<file path="config.mk">
export PLATFORM = sky130hd
export DESIGN_NAME = nibble_bump_top
export DESIGN_NICKNAME = d
export VERILOG_FILES = /design/src/rtl/nibble_bump_pkg.sv /design/src/rtl/btn_sync.sv /design/src/rtl/level_filter.sv /design/src/rtl/rise_pulse.sv /design/src/rtl/nibble_bump_top.sv
export SDC_FILE = /design/constraint.sdc
export NUM_CORES = 1
export LEC_CHECK = 0
export BUFFER_PORTS_ARGS = -buffer_cell sky130_fd_sc_hd__buf_2
export CAP_MARGIN = 20
export CORE_ASPECT_RATIO = 1.25
export CORE_MARGIN = 5
export CORE_UTILIZATION = 50
export DETAILED_ROUTE_END_ITERATION = 8
export GPL_ROUTABILITY_DRIVEN = 0
export MAX_ROUTING_LAYER = met4
export PLACE_DENSITY = 0.77
export SYNTH_ARGS = -nofsm -noshare
export SYNTH_HDL_FRONTEND = slang
export SYNTH_SLANG_ARGS = --single-unit
</file>
<file path="constraint.sdc">
create_clock -name clk -period 1.4 [get_ports clk]
set_input_delay 0.14 -clock clk [delete_from_list [all_inputs] [get_ports clk]]
set_output_delay 0.14 -clock clk [all_outputs]
set_load 0.05 [all_outputs]
</file>
<file path="src/rtl/nibble_bump_pkg.sv">
package nibble_bump_pkg;
  localparam int FIELD_W  = 4;
  localparam int N_FIELDS = 4;
  localparam int VALUE_W  = FIELD_W * N_FIELDS;
  localparam int SEL_W    = $clog2(N_FIELDS);

  typedef logic [VALUE_W-1:0] value_t;
  typedef logic [FIELD_W-1:0] field_t;
  typedef logic [SEL_W-1:0]   sel_t;

  function automatic field_t get_field(value_t v, sel_t s);
    return v[s*FIELD_W +: FIELD_W];
  endfunction

  function automatic value_t field_mask(sel_t s);
    value_t m;
    m = '0;
    m[s*FIELD_W +: FIELD_W] = '1;
    return m;
  endfunction
endpackage

</file>
<file path="src/rtl/btn_sync.sv">
module btn_sync #(
  parameter int STAGES = 2
) (
  input  logic clk,
  input  logic rst,
  input  logic d_async,
  output logic q_sync
);
  logic [STAGES-1:0] chain;

  always_ff @(posedge clk) begin
    if (rst) chain <= '0;
    else     chain <= {chain[STAGES-2:0], d_async};
  end

  assign q_sync = chain[STAGES-1];
endmodule

</file>
<file path="src/rtl/level_filter.sv">
module level_filter #(
  parameter int DEBOUNCE_CYC = 1000000
) (
  input  logic clk,
  input  logic rst,
  input  logic din,
  output logic level
);
  localparam int CW = (DEBOUNCE_CYC < 2) ? 1 : $clog2(DEBOUNCE_CYC);
  localparam logic [CW-1:0] LAST = CW'(DEBOUNCE_CYC - 1);

  logic [CW-1:0] cnt;

  always_ff @(posedge clk) begin
    if (rst) begin
      level <= 1'b0;
      cnt   <= '0;
    end else if (din == level) begin
      cnt <= '0;
    end else if (cnt == LAST) begin
      level <= din;
      cnt   <= '0;
    end else begin
      cnt <= cnt + 1'b1;
    end
  end


  level_hold_chk: assert property (@(posedge clk) disable iff (rst)
    !$stable(level) |-> ($past(cnt) == LAST && $past(din) != $past(level)));
endmodule

</file>
<file path="src/rtl/rise_pulse.sv">
module rise_pulse (
  input  logic clk,
  input  logic rst,
  input  logic level,
  output logic pulse
);
  logic prev;

  always_ff @(posedge clk) begin
    if (rst) prev <= 1'b0;
    else     prev <= level;
  end

  assign pulse = level & ~prev;


  single_pulse_chk: assert property (@(posedge clk) disable iff (rst)
    pulse |=> !pulse);
endmodule

</file>
<file path="src/rtl/nibble_bump_top.sv">
module nibble_bump_top
  import nibble_bump_pkg::*;
#(
  parameter int DEBOUNCE_CYC = 1000000,
  parameter int SYNC_STAGES  = 2
) (
  input  logic        clk,
  input  logic        rst,
  input  logic        btn_raw,
  input  logic [1:0]  field_sel,
  output logic [15:0] value,
  output logic        press_pulse
);
  logic btn_s, btn_lvl;
  value_t val_q;

  btn_sync #(.STAGES(SYNC_STAGES)) u_sync (
    .clk(clk), .rst(rst), .d_async(btn_raw), .q_sync(btn_s));

  level_filter #(.DEBOUNCE_CYC(DEBOUNCE_CYC)) u_filt (
    .clk(clk), .rst(rst), .din(btn_s), .level(btn_lvl));

  rise_pulse u_edge (
    .clk(clk), .rst(rst), .level(btn_lvl), .pulse(press_pulse));

  generate
    for (genvar f = 0; f < N_FIELDS; f++) begin : g_field
      always_ff @(posedge clk) begin
        if (rst)
          val_q[f*FIELD_W +: FIELD_W] <= '0;
        else if (press_pulse && field_sel == sel_t'(f))
          val_q[f*FIELD_W +: FIELD_W] <= val_q[f*FIELD_W +: FIELD_W] + 1'b1;
      end
    end
  endgenerate

  assign value = val_q;


  bump_sel_chk: assert property (@(posedge clk) disable iff (rst)
    press_pulse |=> get_field(value, $past(field_sel)) ==
                    field_t'(get_field($past(value), $past(field_sel)) + 1'b1));


  no_carry_chk: assert property (@(posedge clk) disable iff (rst)
    press_pulse |=> (value & ~field_mask($past(field_sel))) ==
                    ($past(value) & ~field_mask($past(field_sel))));


  idle_hold_chk: assert property (@(posedge clk) disable iff (rst)
    !press_pulse |=> $stable(value));
endmodule

</file>
Word level (Yosys, flattened, before mapping). Cells that the tools add are included.

Register bits: 40. Word-level logic and storage cells: 28.

Bitwise logic cells: 3. Eq/ne operators: 5. Add/subtract/negate cells: 5. Reduce and logical (&&, ||, !) cells: 7.

Operators with widths (count): $add 20x1->20 const B (1); $eq 20x20->1 const B (1); $add 4x1->4 const B (4); $eq 2x2->1 const B (2); $logic_and 1x1->1 (4); $reduce_or 3->1 (1); $eq 2x1->1 const B (1); $logic_not 2->1 (1); $not 1->1 (2); $reduce_and 2->1 (1); $and 1x1->1 (1); $eq 1x1->1 (1).

Logic depth before layout (Yosys ltp).
Word-level depth: 3. Depth in mapped cells: 6. Depth with buffers taken out: 5.

Hierarchy. Synthesis repeated with hierarchy kept, for this count alone.

Cells, all modules: 184. Area total of the unflattened synthesis: 1785.5 um2.

Modules (own cells, without submodules): level_filter (instances 1, area an instance 992.2 um2, cells an instance 107); nibble_bump_top (instances 1, area an instance 693.2 um2, cells an instance 70); btn_sync (instances 1, area an instance 52.6 um2, cells an instance 4); rise_pulse (instances 1, area an instance 47.5 um2, cells an instance 3).

Worst setup path before layout. Ideal clock, no wire load.

Path type: register to register. Start: register u_filt.cnt[0]. End: register u_filt.cnt[16]. Period minus slack after synthesis: 1.577 ns. Buffers on the path: 0. Arrival time: 1.507 ns. Cell stages (with the launch flop): 6. Path slack: -0.177 ns. Cell sequence: dfxtp_1 -> ha_1 -> and2_1 -> nand3_1 -> or4_1 -> a21oi_1.

Word-level cells in the longest chain between the ends: 2. Elaborated cells on any way between the ends: 3. Those cells by class: 1 x add/sub; 1 x eq/ne; 1 x reduce/logical.

RTL lines: start, declared (line level_filter.sv:12) `logic [CW-1:0] cnt;`; start signal, assigned (line level_filter.sv:24) `cnt <= cnt + 1'b1;`; branches (longest 2 deep; another with $add 20x1->20).

Parallel ways; which one is timed is not known. A chain may end at the register's enable or synchronous reset.

Final worst setup path.
Start: register u_filt.cnt[7]. End: register u_filt.cnt[16].

The elaborated chain is that of the path after synthesis.

==> impl_metrics.yaml <==
status:
  status: "finished, violations left"
  violations: "setup timing"
routing:
  ant_nets: 0
  drc: 0
  vias: 1486
  firstDrtPassIters: 4
  drt-total-wl_microns: 3893
  viasPerCell: 5.463
  routedWlPerCell_microns: 14.31
  drtIter0Drc: 68
clock_tree:
  clock-sinks: 40
  cts_tree: "yes"
  path_clk_slew_ns: 0.08
  clock_latency_ns: 0.30
  clock_path_buffers: 2
  numCtsBuffers: 5
  htreeDepth: 2
  cts_root_buf: "clkbuf_8"
  cts-hold-fix-buffers: 0
sta:
  whs_ns: 0.06965
  slew_violations: 0
  setup_viol: 20
  finalHoldViolCount: 0
  fin_ws_ns: -0.1928
  skew_ns: 0.005649
  post-route-period-util_pct: 113.8
  tightest_slew_ns: 0.2885
  final.setup.tns_ns: -1.168
  rsz0062_at_grt: "yes"
  period_needed_ns: 1.593
  max_slew_margin_pct: 80.59
  fmax_mhz: 627.8
global_route:
  first_global_vias: 1522
  grt.total_usage_pct: 17.87
  grt_max_degree: 22
  grt-ovfl-total: 0
  grt_antenna_before_repair: 0
  grt_pass1_wl_microns: 6465
placement:
  portBuffers: 21
  dp_cells: 260
  hpwl_microns: 2774
  placed_area_sq_mm: 0.002118
die:
  row_count: 23
  num_io_pins: 22
  die_y_microns: 75.37
  core_area_sq_mm: 0.003252
  dieArea_sq_mm: 0.004695
  initial_utilization_pct: 52.56
  fp.dieW_microns: 62.30
min_path:
  min-delay-start: "btn_raw"
  min_path_type: "input pin to flip-flop"
  holdPathStages: 2
synthesis:
  muxShareOfSynthArea_pct: 2.343
  synth_xor_area_share_pct: 12.30
  yosysUniqueCellTypes: 32
  synth.avg_cell_area_sq_um: 9.289
  yosysWarningCount: 0
  netlist_area_sq_mm: 0.001709
  yosysSeqAreaShare_pct: 46.85
  synth_cells: 184
  synth-simple-area-share_pct: 26.72
  syn_nets: 194
  synthAdderAreaFrac_pct: 3.660
  synth_top_family_by_area: "simple AND/OR/NAND/NOR gates"
  synth_seq_cells: 40
  synth_compound_area_share_pct: 5.930
finish:
  design_area_sq_mm: 0.002267
  finalNetCount: 244
  multi_input_area_sq_um: 969.7
  antenna_cells: 0
  drive_gt1_share_pct: 36.60
  layout.cells.non_filler: 272
  area_delta_synth_final_pct: 32.65
  regArea_sq_um: 819.5
  fillers: 234
critical_path:
  cpPeakStageDelay_ns: 0.62
  critPathKind: "flip-flop to flip-flop"
  worst-endpoint-required_ns: 1.64
  cp_cell_sequence: "and4_1, nand4_1, or4_4, a21oi_2"
  cp.arrival_ns: 1.83
  rr_worst_depth: 4
  worst_setup_path_startpoint: "u_filt.cnt[7]$_SDFF_PP0_"
  critical-path-slowest-cell: "or4_4"
  r2r-start: "u_filt.cnt[7]$_SDFF_PP0_"
  critPathLaunchType: "flip-flop"
  crit_path_end_kind: "flip-flop"
  critPathMaxFanout: 7
flow_run:
  maxCapViolations: 0
power:
  power.leakage_uw: 0.0008923
  cellPowerDensity_mw_per_mm2: 869.4
  irDropWorstVdd_mv: 0.6808
[sequential cells by signal, indices dropped and copies added (netlist names)]
| name | cells |
|---|---|
| u_edge.prev | 1 |
| u_sync.chain | 2 |
| u_filt.level | 1 |
| u_filt.cnt | 20 |
| value | 16 |
[cell families (layout without fill, tap and decap cells)]
group,after synthesis,count (layout)
mux,4,4
buf+inv,9,60
flops,40,40
xor+xnor,24,24
compound gates,17,17
simple gates,85,85
fa+ha+maj,5,5
[report_power, final]
group | switching [uW] | internal (uW)
combinational | 22.2 | 14.3
sequential | 2.51 | 1140
clock | 401 | 393
total | 426 | 1550
[path summary, 6_finish.rpt]
kind | slack [ns] | to
max reg2reg | -0.19 | u_filt.cnt[16]$_SDFF_PP0_
max | -0.19 | u_filt.cnt[16]$_SDFF_PP0_
min reg2reg | 0.45 | u_sync.chain[1]$_SDFF_PP0_
min | 0.07 | u_sync.chain[0]$_SDFF_PP0_
[timing repair]
| action | 4_1_cts | 5_1_grt |
|---|---|---|
| pin swaps | 1 | 7 |
| buffers inserted | 1 | 3 |
| resized for setup | 2 | 7 |
| endpoints found under the hold margin | 0 | 0 |
| endpoints found under the setup margin | 12 | 24 |
[stage by stage]
stage,utilization (%),total power (uW),worst slack [ns]
finish,69.72,1971,-0.1928
global route,69.72,2039,-0.2905
CTS,68.30,1982,-0.1158
detailed placement,65.14,1203,-0.1029
global placement,65.14,1201,-0.02133
floorplan,-,1185,-0.07569
[cell type report]
class                      count  area share (%)
multi-input combinational    135           42.77
sequential                    40           36.15
timing repair buffer          49           14.46
clock buffer                   6           3.642
tap                           37           2.042
inverter                       3          0.4967
clock inverter                 2          0.4415
[cells in the mapped netlist]
master / n / area share [%]
clkbuf_2: 1 / 0.29
dfxtp_1: 40 / 47
xnor2_1: 10 / 5.1
and4_1: 1 / 0.51
nor3_1: 3 / 0.88
nor2_1: 30 / 6.6
clkbuf_1: 3 / 0.66
nand4_1: 10 / 3.7
nor2b_1: 4 / 1.5
and3_1: 3 / 1.1
nor4b_1: 1 / 0.51
a21oi_1: 8 / 2.3
nor4_1: 2 / 0.73
nor3b_1: 1 / 0.44
and2_1: 1 / 0.37
or2_0: 1 / 0.37
and4b_1: 1 / 0.59
o21ai_0: 3 / 0.88
or4_1: 5 / 2.2
nor4bb_1: 2 / 1.2
xor2_1: 14 / 7.2
ha_1: 5 / 3.7
nand4_2: 1 / 0.73
nand2_1: 11 / 2.4
or3_1: 3 / 1.1
inv_1: 3 / 0.66
o31ai_1: 5 / 2.2
o21ai_2: 1 / 0.51
nand3_1: 4 / 1.2
buf_2: 2 / 0.59
and4bb_2: 1 / 0.73
mux2i_1: 4 / 2.3
[worst max-delay path, delay by kind of cell, from the launching register on]
family / cells / cell delay [ns]
and+or+nand+nor: 3 / 1.08
DFF: 1 / 0.33
AOI/OAI and AO/OA: 1 / 0.12
[routing by layer]
metal | up-vias | track usage, % | share of wire, %
met1 | 687 | 16.39 | 41
li1 | 745 | - | -
met2 | 39 | 32.72 | 51
met5 | - | - | 0
met3 | 15 | 5.605 | 4.9
met4 | 0 | 10.85 | 3.2
[cell usage in the layout, fill, tap and decap left out, types with 3 or more instances in the layout]
cell type and instances:
dfxtp_1 27, nor2_1 30, xnor2_1 10, nor3_1 3, and3_1 3, nand2_1 11, nand4_1 10, clkbuf_8 6
o31ai_1 4, mux2i_1 4, a21oi_1 6, buf_2 21, xor2_1 14, or4_1 4, inv_1 3, o21ai_0 3
ha_1 4, buf_4 27, dfxtp_2 12, nor2b_1 4
Power figures use the tool's default switching activity.
